### config.mk
export PLATFORM = sky130hd
export DESIGN_NAME = nsb_slave_buf
export DESIGN_NICKNAME = d
export VERILOG_FILES = /design/src/rtl/nsb_pkg.sv /design/src/rtl/nsb_rx_hold.sv /design/src/rtl/nsb_tx_hold.sv /design/src/rtl/nsb_err_flags.sv /design/src/rtl/nsb_slave_buf.sv
export SDC_FILE = /design/constraint.sdc
export NUM_CORES = 1
export LEC_CHECK = 0
export ABC_CLOCK_PERIOD_IN_PS = 3800
export BUFFER_PORTS_ARGS = -buffer_cell sky130_fd_sc_hd__buf_2
export CAP_MARGIN = 20
export CORE_MARGIN = 3
export CORE_UTILIZATION = 30
export CTS_BUF_LIST = sky130_fd_sc_hd__clkbuf_4 sky130_fd_sc_hd__clkbuf_8 sky130_fd_sc_hd__clkbuf_16
export CTS_CLUSTER_DIAMETER = 50
export CTS_CLUSTER_SIZE = 8
export DETAILED_ROUTE_END_ITERATION = 8
export GPL_TIMING_DRIVEN = 1
export SLEW_MARGIN = 20
export SYNTH_ARGS = -nofsm -noshare
export SYNTH_HDL_FRONTEND = slang
export SYNTH_SLANG_ARGS = --single-unit
### constraint.sdc
create_clock -name clk -period 3.8 [get_ports clk]
set_clock_uncertainty 0.2 [all_clocks]
set_input_delay 1.14 -clock clk [delete_from_list [all_inputs] [get_ports clk]]
set_output_delay 1.14 -clock clk [all_outputs]
set_load 0.03 [all_outputs]
### src/rtl/nsb_pkg.sv
package nsb_pkg;
   // Source chosen for the byte the shifter will send next
   typedef enum logic {
      PICK_HELD = 1'b0,
      PICK_FILL = 1'b1
   } tx_pick_e;

   // Error events reported by the two holding paths in one cycle
   typedef struct packed {
      logic rx_drop;
      logic tx_short;
   } err_evt_t;
endpackage

### src/rtl/nsb_rx_hold.sv
module nsb_rx_hold #(
   parameter int DATA_W = 8
) (
   input  logic              clk,
   input  logic              rst_n,
   input  logic              checked,
   input  logic              byte_vld,
   input  logic [DATA_W-1:0] byte_in,
   input  logic              host_rd,
   output logic [DATA_W-1:0] data_q,
   output logic              full_q,
   output logic              resp_vld_q,
   output logic              resp_nack_q,
   output logic              drop_evt
);
   logic full_eff;
   logic accept;

   // A read in the same cycle frees the slot before the new byte lands
   assign full_eff = full_q & ~host_rd;
   assign accept   = byte_vld & (~full_eff | ~checked);
   assign drop_evt = byte_vld & full_eff & checked;

   always_ff @(posedge clk or negedge rst_n) begin
      if (!rst_n) begin
         data_q      <= '0;
         full_q      <= 1'b0;
         resp_vld_q  <= 1'b0;
         resp_nack_q <= 1'b0;
      end else begin
         resp_vld_q  <= byte_vld;
         resp_nack_q <= drop_evt;
         if (accept) begin
            data_q <= byte_in;
            full_q <= 1'b1;
         end else if (host_rd) begin
            full_q <= 1'b0;
         end
      end
   end
endmodule

### src/rtl/nsb_tx_hold.sv
module nsb_tx_hold
   import nsb_pkg::*;
#(
   parameter int                DATA_W    = 8,
   parameter logic [DATA_W-1:0] FILL_BYTE = '1
) (
   input  logic              clk,
   input  logic              rst_n,
   input  logic              checked,
   input  logic              host_wr,
   input  logic [DATA_W-1:0] host_wdata,
   input  logic              req,
   input  logic              stop_seen,
   output logic              full_q,
   output logic [DATA_W-1:0] tx_q,
   output logic              short_evt
);
   logic [DATA_W-1:0] hold_q;
   logic              stop_pend_q;
   tx_pick_e          pick;

   // Decision uses the state before any same-cycle host write
   assign pick      = full_q ? PICK_HELD : PICK_FILL;
   assign short_evt = req & checked & (stop_pend_q | (pick == PICK_FILL));

   always_ff @(posedge clk or negedge rst_n) begin
      if (!rst_n) begin
         hold_q      <= '0;
         full_q      <= 1'b0;
         tx_q        <= FILL_BYTE;
         stop_pend_q <= 1'b0;
      end else begin
         if (req) begin
            tx_q <= (pick == PICK_HELD) ? hold_q : FILL_BYTE;
         end
         if (host_wr) begin
            hold_q <= host_wdata;
            full_q <= 1'b1;
         end else if (req) begin
            full_q <= 1'b0;
         end
         if (stop_seen) begin
            stop_pend_q <= 1'b1;
         end else if (req) begin
            stop_pend_q <= 1'b0;
         end
      end
   end
endmodule

### src/rtl/nsb_err_flags.sv
module nsb_err_flags
   import nsb_pkg::*;
#(
   parameter int CLR_W       = 8,
   parameter int OVR_CLR_BIT = 0,
   parameter bit IRQ_REG     = 1'b0
) (
   input  logic             clk,
   input  logic             rst_n,
   input  err_evt_t         evt,
   input  logic             clr_wr,
   input  logic [CLR_W-1:0] clr_wdata,
   input  logic             irq_en,
   output logic             ovr_q,
   output logic             irq
);
   logic any_evt;
   logic clr_hit;

   assign any_evt = evt.rx_drop | evt.tx_short;
   assign clr_hit = clr_wr & clr_wdata[OVR_CLR_BIT];

   always_ff @(posedge clk or negedge rst_n) begin
      if (!rst_n) begin
         ovr_q <= 1'b0;
      end else if (any_evt) begin
         ovr_q <= 1'b1;
      end else if (clr_hit) begin
         ovr_q <= 1'b0;
      end
   end

   generate
      if (IRQ_REG) begin : g_irq_reg
         logic irq_q;
         always_ff @(posedge clk or negedge rst_n) begin
            if (!rst_n) irq_q <= 1'b0;
            else        irq_q <= irq_en & ovr_q;
         end
         assign irq = irq_q;
      end else begin : g_irq_comb
         assign irq = irq_en & ovr_q;
      end
   endgenerate
endmodule

### src/rtl/nsb_slave_buf.sv
module nsb_slave_buf
   import nsb_pkg::*;
#(
   parameter int                DATA_W      = 8,
   parameter logic [DATA_W-1:0] FILL_BYTE   = '1,
   parameter int                CLR_W       = 8,
   parameter int                OVR_CLR_BIT = 0,
   parameter bit                IRQ_REG     = 1'b0
) (
   input  logic              clk,
   input  logic              rst_n,
   input  logic              cfg_slave,
   input  logic              cfg_nostretch,
   input  logic              cfg_err_ie,
   input  logic              sh_rx_valid,
   input  logic [DATA_W-1:0] sh_rx_byte,
   output logic              sh_rx_resp_valid,
   output logic              sh_rx_nack,
   input  logic              sh_tx_req,
   input  logic              sh_stop_seen,
   output logic [DATA_W-1:0] sh_tx_byte,
   input  logic              host_rx_rd,
   output logic [DATA_W-1:0] host_rx_data,
   output logic              host_rx_full,
   input  logic              host_tx_wr,
   input  logic [DATA_W-1:0] host_tx_wdata,
   output logic              host_tx_full,
   input  logic              host_clr_wr,
   input  logic [CLR_W-1:0]  host_clr_wdata,
   output logic              ovr_flag,
   output logic              irq
);
   generate
      if (DATA_W < 1) begin : g_bad_width
         $error("nsb_slave_buf: DATA_W must be at least 1");
      end
      if (OVR_CLR_BIT < 0 || OVR_CLR_BIT >= CLR_W) begin : g_bad_clr_bit
         $error("nsb_slave_buf: OVR_CLR_BIT outside the clear register");
      end
   endgenerate

   logic     checked;
   err_evt_t evt;

   assign checked = cfg_slave & cfg_nostretch;

   nsb_rx_hold #(.DATA_W(DATA_W)) u_rx (
      .clk         (clk),
      .rst_n       (rst_n),
      .checked     (checked),
      .byte_vld    (sh_rx_valid),
      .byte_in     (sh_rx_byte),
      .host_rd     (host_rx_rd),
      .data_q      (host_rx_data),
      .full_q      (host_rx_full),
      .resp_vld_q  (sh_rx_resp_valid),
      .resp_nack_q (sh_rx_nack),
      .drop_evt    (evt.rx_drop)
   );

   nsb_tx_hold #(.DATA_W(DATA_W), .FILL_BYTE(FILL_BYTE)) u_tx (
      .clk        (clk),
      .rst_n      (rst_n),
      .checked    (checked),
      .host_wr    (host_tx_wr),
      .host_wdata (host_tx_wdata),
      .req        (sh_tx_req),
      .stop_seen  (sh_stop_seen),
      .full_q     (host_tx_full),
      .tx_q       (sh_tx_byte),
      .short_evt  (evt.tx_short)
   );

   nsb_err_flags #(
      .CLR_W       (CLR_W),
      .OVR_CLR_BIT (OVR_CLR_BIT),
      .IRQ_REG     (IRQ_REG)
   ) u_err (
      .clk       (clk),
      .rst_n     (rst_n),
      .evt       (evt),
      .clr_wr    (host_clr_wr),
      .clr_wdata (host_clr_wdata),
      .irq_en    (cfg_err_ie),
      .ovr_q     (ovr_flag),
      .irq       (irq)
   );
endmodule

Yosys cells after proc, flatten, opt, wreduce, memory -nomap -nowiden
Index checks and enable logic that the tools add are counted.
{"block": "classes", "muxes": 9, "bitwise_logic": 15, "reduce_logical": 4}
{"operator": "$and A1 B1 Y1", "n": 9}
{"operator": "$mux W1", "n": 8}
{"operator": "$mux W8", "n": 1}
{"operator": "$reduce_bool A2 Y1", "n": 4}
{"operator": "$not A1 Y1", "n": 3}
{"operator": "$or A1 B1 Y1", "n": 3}
{"block": "totals", "register_bits": 30, "input_bits": 35, "out_inout_bits": 22, "wordCells": 37}

Depth between registers and ports, before layout
Gate-level depths: netlist of run 1.
{"block": "logic_depth", "word_depth": 6, "depth_mapped": 4, "mapped_depth_nobuf": 3}

By module
From an unflattened synthesis of run 1, not the netlist that was laid out.
{"block": "unflattened", "hier_cells": 120, "hier_area_um2": 1365.1}
{"mod": "nsb_tx_hold", "n_inst": 1, "cells_per_inst": 63, "area_per_inst_um2": 721.9, "seq_area_each_um2": 460.4}
{"mod": "nsb_rx_hold", "n_inst": 1, "cells_per_inst": 52, "area_per_inst_um2": 593.1, "seq_area_each_um2": 275.3}
{"mod": "nsb_err_flags", "n_inst": 1, "cells_per_inst": 4, "area_per_inst_um2": 43.8, "seq_area_each_um2": 25.0}
{"mod": "nsb_slave_buf", "n_inst": 1, "cells_per_inst": 1, "area_per_inst_um2": 6.3, "seq_area_each_um2": 0.0}

Worst setup path after synthesis of run 1
Ideal clock, no wire load.
{"block": "synth_timing", "kind": "in2out", "startpoint": "input port cfg_err_ie", "endpoint": "output port irq", "t_arrival_ps": 1421, "t_required_ps": 2460, "slack_ps": 1039, "cell_stages": 1, "n_path_buf": 0, "path_cell_list": "and2_1"}
{"block": "synth_via", "elab_chain_len": 1}
{"item": "start, declared", "line": "nsb_slave_buf.sv:14", "text": "input logic cfg_err_ie,"}
{"item": "$and A1 B1 Y1", "line": "nsb_err_flags.sv:42", "text": "assign irq = irq_en & ovr_q;"}
{"item": "end, declared", "line": "nsb_slave_buf.sv:31", "text": "output logic irq"}
No other way between the ends.

Worst setup path after layout of run 1
Ends and elaborated chain as after synthesis.

==> results.sh, run 1 <==
export IMPL_diodes=0
export IMPL_wire_per_inst_um=12.7
export IMPL_vias_per_cell=4.44
export IMPL_dp_slack_ps=919
export IMPL_setup_viol=0
export IMPL_outcome="finished clean"
export IMPL_ys_warnings_count=0
export IMPL_ir_drop_v=0.000260
export IMPL_arrival_ps=1540
export IMPL_drtAntennaViolNets=0
export IMPL_worstSkewPairLatency_ps=270
export IMPL_vias=812
export IMPL_grtUsageTotal_pct=11.4
export IMPL_ys_ff_latch=30
export IMPL_cp_required_ps=2460
export IMPL_area_growth_pct=31.9
export IMPL_worst_pin_slew_ps=646
export IMPL_fmax_mhz=347
export IMPL_grt_pass1_wl_mm=3.89
export IMPL_cts_num_sinks=30
export IMPL_drt_iter0_drc=6
export IMPL_timing_final_crit_share_pct=75.7
export IMPL_cts_buffer_depth=2
export IMPL_drv_slew=0
export IMPL_p_leak_nw=0.777
export IMPL_wirelength_mm=2.32
export IMPL_hold_ws_ps=288
export IMPL_syn_inst=81
export IMPL_clockRootBuffer="clkbuf_8"
export IMPL_syn_area_sq_um=1160
export IMPL_die_x_um=68.3
export IMPL_io_pin_count=57
export IMPL_tns_ps=0
export IMPL_cts_htree_levels=2
export IMPL_cts_tree="done"
export IMPL_rsz0062_at_grt="false"
export IMPL_coreArea_sq_um=3690
export IMPL_first_global_vias=862
export IMPL_grt_ovfl_total=0
export IMPL_nFillCells=355
export IMPL_drv_cap=0
export IMPL_place_congestion=0.643
export IMPL_drc=0
export IMPL_hold_buffers=0
export IMPL_setup_worst_path_start_class="primary input"
export IMPL_slew_headroom_pct=56.9
export IMPL_die_area_sq_um=4670
export IMPL_ys_seq_area_share_pct=65.3
export IMPL_cts_setup_buffers=0
export IMPL_ys_types=20
export IMPL_nNetsFinal=169
export IMPL_fin_ws_ps=922
export IMPL_powerDensity_nw_per_um2=501
export IMPL_synth_net_count=116
export IMPL_hp_class="reg2reg"
export IMPL_synth_avg_cell_area_sq_um=14.4
export IMPL_initial_core_util_pct=31.6
export IMPL_grt_max_degree=31
export IMPL_io_buffers=49
export IMPL_rows=22
export IMPL_cp_max_fo=1
export IMPL_drive_gt1_share_pct=58.5
export IMPL_die_h_um=68.3
export IMPL_finalHoldViolCount=0
export IMPL_dr_pass1_iters=2
export IMPL_numCtsBuffers=5
export IMPL_fin_crit_ps=2880
export IMPL_antenna_found_initial=0
export IMPL_dp_hpwl_mm=1.74
export IMPL_crit_type="in2out"
export IMPL_cts_repair_resized=0
export IMPL_cp_end_kind="primary output"
export IMPL_clkTransAtPathRegs_ps=60
## synthesized netlist by cell type (all sizes together)
cell type,n,area (sq um)
nand2,5,18.8
and2,2,12.5
nand3,1,5.00
clkbuf,1,3.75
nand2b,1,13.8
mux2,13,176
inv,6,22.5
dfstp,8,210
and4b,1,10.0
nor2,3,11.3
a31oi,3,18.8
buf,2,16.3
a21oi,1,5.00
a21o,3,22.5
o21ai,3,15.0
a211o,1,8.76
dfrtp,22,551
o22a,5,43.8
## per-layer routing
| layer | track usage [%] | wire (um) | vias to the layer above |
|---|---|---|---|
| met5 | 0 | 0 | - |
| met4 | 3.72 | 12 | 0 |
| met3 | 4.43 | 177 | 3 |
| met2 | 18.2 | 1110 | 33 |
| met1 | 14.1 | 1020 | 394 |
| li1 | - | - | 382 |
## kinds of logic after synthesis
family                 after synthesis  share of synthesized area, %
AND/OR/NAND/NOR                     13                          6.12
flip-flops                          30                          65.3
buffers and inverters                9                          3.65
multiplexers                        13                          15.1
AO/OA/AOI/OAI                       16                          9.77
## through the flow
| step | std cells | instance area [sq um] | utilization (%) | power (W) |
|---|---|---|---|---|
| 2_1_floorplan | 81 | 1160 | - | 0.000482 |
| 3_3_place_gp | 175 | 1450 | 39.3 | 0.000531 |
| 3_5_place_dp | 175 | 1450 | 39.3 | 0.000536 |
| 4_1_cts | 183 | 1540 | 41.7 | 0.000784 |
| 5_1_grt | 183 | 1540 | 41.7 | 0.000817 |
| 6_report | 183 | 1540 | 41.7 | 0.000770 |
## flip-flops by register name (all words and copies together), names as in the netlist
register and cells:
u_rx.data_q 8, u_tx.stop_pend_q 1, u_tx.full_q 1, u_rx.resp_vld_q 1, u_tx.tx_q 8, u_rx.full_q 1, u_err.ovr_q 1, u_rx.resp_nack_q 1
u_tx.hold_q 8
## path summary, 6_finish.rpt
| kind | end | depth (start not counted) | slack [ps] | from |
|---|---|---|---|---|
| max | irq | 3 | 920 | cfg_err_ie |
| max in group asynchronous | u_tx.hold_q[1] | 1 | 2290 | rst_n |
| max reg2reg | u_rx.data_q[5] | 3 | 2370 | u_rx.full_q |
| min reg2reg | u_tx.tx_q[3] | 1 | 290 | u_tx.hold_q[3] |
| min in group asynchronous | u_rx.full_q | 1 | 690 | rst_n |
| min | u_tx.tx_q[3] | 1 | 290 | u_tx.hold_q[3] |
## cell usage in the layout, fill, tap and decap left out
master and n:
dfrtp_1 22, mux2_2 5, nand2b_4 1, clkbuf_4 1, inv_1 6, buf_2 49
a21o_1 3, o21ai_0 3, nand2_1 5, a211o_1 1, o22a_1 5, and4b_1 1
dfstp_2 8, and2_1 2, a31oi_1 3, mux2_4 8, a21oi_1 1, nor2_1 3
nand3_1 1, clkinv_2 2, clkbuf_8 5
## final cells by class
type | count | area, sq um | area share, %
Multi-Input combinational cell | 42 | 362 | 23.5
Timing Repair Buffer | 49 | 245 | 16.0
Tap cell | 48 | 60.1 | 3.91
Inverter | 6 | 22.5 | 1.47
Clock buffer | 6 | 76.3 | 4.97
Clock inverter | 2 | 10.0 | 0.651
Sequential cell | 30 | 761 | 49.5
## critical path: stages
cell and delay (ps):
buf_2 90, and2_1 140, buf_2 170
## where the power goes
| part | switching, W | internal, W | total [W] |
|---|---|---|---|
| combinational | 0.0000917 | 0.0000592 | 0.000151 |
| sequential | 0.0000176 | 0.000360 | 0.000378 |
| clock | 0.000108 | 0.000133 | 0.000241 |
Power figures use the tool's default switching activity.
==> run 2, diff against run 1 <==
--- a/config.mk
+++ b/config.mk
@@ -5,7 +5,8 @@
 export SDC_FILE = /design/constraint.sdc
 export NUM_CORES = 1
 export LEC_CHECK = 0
-export ABC_CLOCK_PERIOD_IN_PS = 3800
+export ABC_AREA = 1
+export ABC_CLOCK_PERIOD_IN_PS = 2470
 export BUFFER_PORTS_ARGS = -buffer_cell sky130_fd_sc_hd__buf_2
 export CAP_MARGIN = 20
 export CORE_MARGIN = 3
==> constraint.sdc (replaced) <==
create_clock -name clk -period 2.47 [get_ports clk]
set_clock_uncertainty 0.2 [all_clocks]
set_input_delay 0.741 -clock clk [delete_from_list [all_inputs] [get_ports clk]]
set_output_delay 0.741 -clock clk [all_outputs]
set_load 0.03 [all_outputs]
==> run 2 against run 1 <==
Effect of this change:
- non-clock buffer count is the same
- critical path type unchanged
- highest routed layer unchanged
- final area grew 0.81%
- area after synthesis grew 1.1%
- wire length grew 10%
- utilization is essentially flat
- count of clock-buffer cells in the layout is the same
- sequential share of layout area shrank 0.40 points
==> results.sh, run 2 <==
export IMPL_cp_end_kind="primary output"
export IMPL_synth_top_cell_area_share_pct=46.8
export IMPL_synth_edf_count=0
export IMPL_nNetsFinal=207
export IMPL_fin_crit_ps=2020
export IMPL_cp_slowest_cell="buf_2"
export IMPL_highest_layer="met4"
export IMPL_dp_slack_ps=443
export IMPL_grt_max_degree=31
export IMPL_layout_common_cells="buf_2 (49), nand2_1 (30), dfrtp_1 (22)"
export IMPL_synth_net_count=154
export IMPL_wl_met3_um=245
export IMPL_hp_class="in2async"
export IMPL_synth_common_cells="nand2_1 (30), dfrtp_1 (22), inv_1 (13), nand3_1 (11), o21ai_0 (9)"
export IMPL_rsz0062_at_grt="false"
export IMPL_coreArea_sq_um=3720
export IMPL_syn_area_sq_um=1180
export IMPL_ys_warnings_count=0
export IMPL_wirelength_mm=2.55
export IMPL_diodes=0
export IMPL_wire_per_inst_um=11.5
export IMPL_area_growth_pct=31.6
export IMPL_final_core_util_pct=41.7
export IMPL_dr_pass1_iters=4
export IMPL_fmax_mhz=494
export IMPL_timing_final_crit_share_pct=81.9
export IMPL_worstSkewPairLatency_ps=270
export IMPL_synth_area_leader_cell="dfrtp_1"
export IMPL_setup_viol=0
export IMPL_cp_max_fo=1
export IMPL_grtUsageTotal_pct=12.2
export IMPL_hold_buffers=0
export IMPL_crit_path_frequent_cell="buf_2"
export IMPL_outcome="finished clean"
export IMPL_tns_ps=0
export IMPL_cts_num_sinks=30
export IMPL_cts_htree_levels=2
export IMPL_cp_cell_sequence="buf_2 > nand2_1 > inv_1 > buf_2"
export IMPL_cts_repair_resized=0
export IMPL_place_congestion=0.629
export IMPL_largestRegisters="u_rx.data_q (8), u_tx.hold_q (8), u_tx.tx_q (8)"
export IMPL_crit_type="in2out"
export IMPL_vias=950
export IMPL_async_flop_share_pct=100
export IMPL_drc=0
export IMPL_worst_pin_slew_ps=634
export IMPL_cts_buffer_depth=2
export IMPL_fin_ws_ps=448
export IMPL_cts_setup_buffers=0
export IMPL_ir_drop_v=0.000310
export IMPL_numCtsBuffers=5
export IMPL_ys_flop_type="dfrtp_1"
export IMPL_antenna_found_initial=0
export IMPL_drt_iter0_drc=23
export IMPL_slowest_delay_ps=180
export IMPL_arrival_ps=1080
export IMPL_powerDensity_nw_per_um2=771
export IMPL_clkTransAtPathRegs_ps=60
export IMPL_drtAntennaViolNets=0
export IMPL_drv_slew=0
export IMPL_die_x_um=68.6
export IMPL_dp_hpwl_mm=1.88
export IMPL_wirelength_met1_mm=1.08
export IMPL_hold_ws_ps=279
export IMPL_synth_most_common_cell="nand2_1"
export IMPL_finalHoldViolCount=0
export IMPL_cts_tree="done"
export IMPL_die_h_um=68.6
export IMPL_grt_pass1_wl_mm=4.06
export IMPL_dr_wl_met2_mm=1.19
export IMPL_ys_ff_latch=30
export IMPL_vias_per_cell=4.30
export IMPL_ys_seq_area_share_pct=64.6
export IMPL_synth_avg_cell_area_sq_um=9.89
export IMPL_cp_required_ps=1530
export IMPL_setup_worst_path_start_class="primary input"
export IMPL_drv_cap=0
export IMPL_rows=22
export IMPL_ys_types=14
export IMPL_p_leak_nw=0.843
export IMPL_drive_gt1_share_pct=40.5
export IMPL_clockRootBuffer="clkbuf_8"
export IMPL_first_global_vias=973
export IMPL_synth_area_leaders="dfrtp_1 (47%), dfstp_2 (18%), nand2_1 (9.6%)"
export IMPL_die_area_sq_um=4710
export IMPL_slew_headroom_pct=57.7
export IMPL_grt_ovfl_total=0
export IMPL_io_pin_count=57
export IMPL_initial_core_util_pct=31.7
export IMPL_io_buffers=49
export IMPL_syn_inst=119
export IMPL_final_common_cell="buf_2"
[run 2: area by class of cell]
type	instances	area, sq um
inverter	15	56.3
timing repair buffer	49	245
fill	383	2170
multi-input combinational	71	332
sequential	30	761
clock inverter	2	12.5
tap	48	60.1
clock buffer	6	82.6
[run 2: worst paths after layout]
path / slack, ps / to / from / cells after the start
setup reg to reg: 1320 / u_rx.full_q / u_rx.full_q / 5
hold reg to reg: 280 / u_rx.data_q[6] / u_rx.data_q[6] / 2
setup / recovery: 450 / irq / cfg_err_ie / 4
max in group asynchronous: 1370 / u_tx.hold_q[0] / rst_n / 1
min in group clk: 280 / u_rx.data_q[6] / u_rx.data_q[6] / 2
hold / removal: 280 / u_rx.data_q[5] / rst_n / 1
[run 2: worst max-delay path, delay by kind of cell]
| kind | cells | cell delay [ps] |
|---|---|---|
| AND/OR/NAND/NOR | 1 | 40 |
| buffers and inverters | 3 | 290 |
[run 2: kinds of logic (layout without fill, tap and decap cells)]
logic type	count (synthesis)	count (layout)	share of synthesized area (%)
and+or+nand+nor	52	52	19.7
DFF	30	30	64.6
buffers and inverters	18	72	7.23
AOI/OAI and AO/OA	19	19	8.50
[run 2: metrics by stage]
stage          instance area [sq um]  cells  total power [W]
2_1_floorplan                   1180    119         0.000725
3_3_place_gp                    1450    213         0.000802
3_5_place_dp                    1450    213         0.000809
4_1_cts                         1550    221          0.00122
5_1_grt                         1550    221          0.00126
6_report                        1550    221          0.00119
[run 2: report_power, final]
group / total [W] / internal, W / switching, W
Clock: 0.000398 / 0.000223 / 0.000175
Combinational: 0.000222 / 0.0000670 / 0.000155
Sequential: 0.000574 / 0.000552 / 0.0000226
Total: 0.00119 / 0.000842 / 0.000352
[run 2: layer usage]
metal	track usage [%]	vias to the layer above
met5	0	-
met4	5.21	0
met3	5.67	5
met2	21.2	41
met1	12.4	430
li1	-	474
==> run 3, diff against run 2 <==
--- a/config.mk
+++ b/config.mk
@@ -6,7 +6,7 @@
 export NUM_CORES = 1
 export LEC_CHECK = 0
 export ABC_AREA = 1
-export ABC_CLOCK_PERIOD_IN_PS = 2470
+export ABC_CLOCK_PERIOD_IN_PS = 2000
 export BUFFER_PORTS_ARGS = -buffer_cell sky130_fd_sc_hd__buf_2
 export CAP_MARGIN = 20
 export CORE_MARGIN = 3
==> constraint.sdc (replaced) <==
create_clock -name clk -period 2 [get_ports clk]
set_clock_uncertainty 0.2 [all_clocks]
set_input_delay 0.6 -clock clk [delete_from_list [all_inputs] [get_ports clk]]
set_output_delay 0.6 -clock clk [all_outputs]
set_load 0.03 [all_outputs]
==> run 3 against run 2 <==
Effect of this change:
- sequential share of layout area did not move
- register-to-register slack got worse by 460 ps
- die area unchanged
- wire length fell by 0.55%
- global-route usage fell by 0.12 points
- worst hold slack worse by 140 ps
- worst setup slack worse by 250 ps
- via count increased by 0.53%
==> results.sh, run 3 (synthesis results as in run 2) <==
export IMPL_met1_usage_pct=12.4
export IMPL_powerDensity_nw_per_um2=960
export IMPL_cts_num_sinks=30
export IMPL_cp_max_fo=2
export IMPL_antenna_found_initial=0
export IMPL_grt_max_degree=31
export IMPL_dp_hpwl_mm=1.86
export IMPL_instances_no_fill=221
export IMPL_outcome="finished clean"
export IMPL_cts_tree="done"
export IMPL_fmax_mhz=556
export IMPL_globalRoute_busiestLayer="met2"
export IMPL_rsz0062_at_grt="false"
export IMPL_cp_cell_sequence="buf_2"
export IMPL_grt_util_met3_pct=6.00
export IMPL_hp_class="in2async"
export IMPL_cts_buffer_depth=2
export IMPL_hold_buffers=0
export IMPL_p_leak_nw=0.847
export IMPL_slew_headroom_pct=57.5
export IMPL_vias=955
export IMPL_cts_setup_buffers=0
export IMPL_grt_ovfl_total=0
export IMPL_fin_crit_ps=1800
export IMPL_drv_cap=0
export IMPL_crit_type="reg2out"
export IMPL_coreArea_sq_um=3720
export IMPL_wirelength_mm=2.53
export IMPL_tns_ps=0
export IMPL_path_delay_family="flip-flops"
export IMPL_area_growth_pct=31.6
export IMPL_clockRootBuffer="clkbuf_8"
export IMPL_drt_iter0_drc=15
export IMPL_gr_usage_met2_pct=20.1
export IMPL_cts_htree_levels=2
export IMPL_worst_pin_slew_ps=637
export IMPL_clkTransAtPathRegs_ps=60
export IMPL_setup_worst_path_start_class="register"
export IMPL_cp_slowest_cell="dfstp_2"
export IMPL_place_inst=213
export IMPL_finalHoldViolCount=0
export IMPL_final_common_cell="buf_2"
export IMPL_worstSkewPairLatency_ps=280
export IMPL_setup_viol=0
export IMPL_die_area_sq_um=4710
export IMPL_initial_core_util_pct=31.7
export IMPL_largestRegisters="u_rx.data_q (8), u_tx.hold_q (8), u_tx.tx_q (8)"
export IMPL_place_congestion=0.641
export IMPL_numCtsBuffers=5
export IMPL_die_x_um=68.6
export IMPL_io_pin_count=57
export IMPL_layout_common_cells="buf_2 (49), nand2_1 (30), dfrtp_1 (22)"
export IMPL_first_global_vias=921
export IMPL_cp_end_kind="primary output"
export IMPL_drive_gt1_share_pct=40.5
export IMPL_grtUsageTotal_pct=12.1
export IMPL_slowest_delay_ps=530
export IMPL_cp_required_ps=1200
export IMPL_drc=0
export IMPL_nNetsFinal=207
export IMPL_grt_pass1_wl_mm=4.02
export IMPL_timing_final_crit_share_pct=89.9
export IMPL_wire_per_inst_um=11.5
export IMPL_diodes=0
export IMPL_rows=22
export IMPL_nFillCells=388
export IMPL_die_h_um=68.6
export IMPL_arrival_ps=1000
export IMPL_dr_pass1_iters=4
export IMPL_io_buffers=49
export IMPL_drv_slew=0
export IMPL_vias_per_cell=4.32
export IMPL_ir_drop_v=0.000468
export IMPL_cts_repair_resized=0
export IMPL_crit_buf_inv=1
export IMPL_drtAntennaViolNets=0
[run 3: cell types whose count changed in the layout (fill, tap and decap cells not counted), sizes merged]
cell and change:
clkinvlp -1, clkbuf +1
[run 3: layout make-up]
class                      instances  area, sq um  area share [%]
clock buffer                       7         90.1            5.82
sequential                        30          761            49.1
timing repair buffer              49          245            15.8
inverter                          15         56.3            3.63
clock inverter                     1         5.00           0.323
multi-input combinational         71          332            21.4
tap                               48         60.1            3.88
[run 3: power by group]
group,total (W),switching (W),internal (W)
clock network,0.000503,0.000213,0.000290
registers,0.000709,0.0000272,0.000681
logic,0.000274,0.000192,0.0000828
[run 3: path summary, 6_finish.rpt]
check,startpoint,to,slack [ps],depth (start not counted)
worst max-delay path,u_tx.tx_q[6],sh_tx_byte[6],200,1
worst min register to register,u_rx.data_q[4],u_rx.data_q[4],270,2
worst max register to register,u_rx.full_q,u_rx.data_q[1],860,6
worst min-delay path,rst_n,u_rx.full_q,140,1
max in group asynchronous,rst_n,u_rx.data_q[1],1050,1
min in group clk,u_rx.data_q[4],u_rx.data_q[4],270,2
[run 3: metrics by stage]
step           power (W)  utilization, %  hold slack, ps  area, sq um  setup WS (ps)
6_report         0.00149            41.7             142         1550            201
3_5_place_dp    0.000998            39.1             263         1450            255
2_1_floorplan   0.000895               -             104         1180            355
5_1_grt          0.00157            41.7             182         1550            157
3_3_place_gp    0.000990            39.1             248         1450            263
4_1_cts          0.00151            41.7             157         1550            180
[run 3: per-layer routing]
metal	vias to the layer above	wire length, um
met5	-	0
met4	0	44
met3	7	301
met2	42	1140
met1	432	1040
li1	474	-
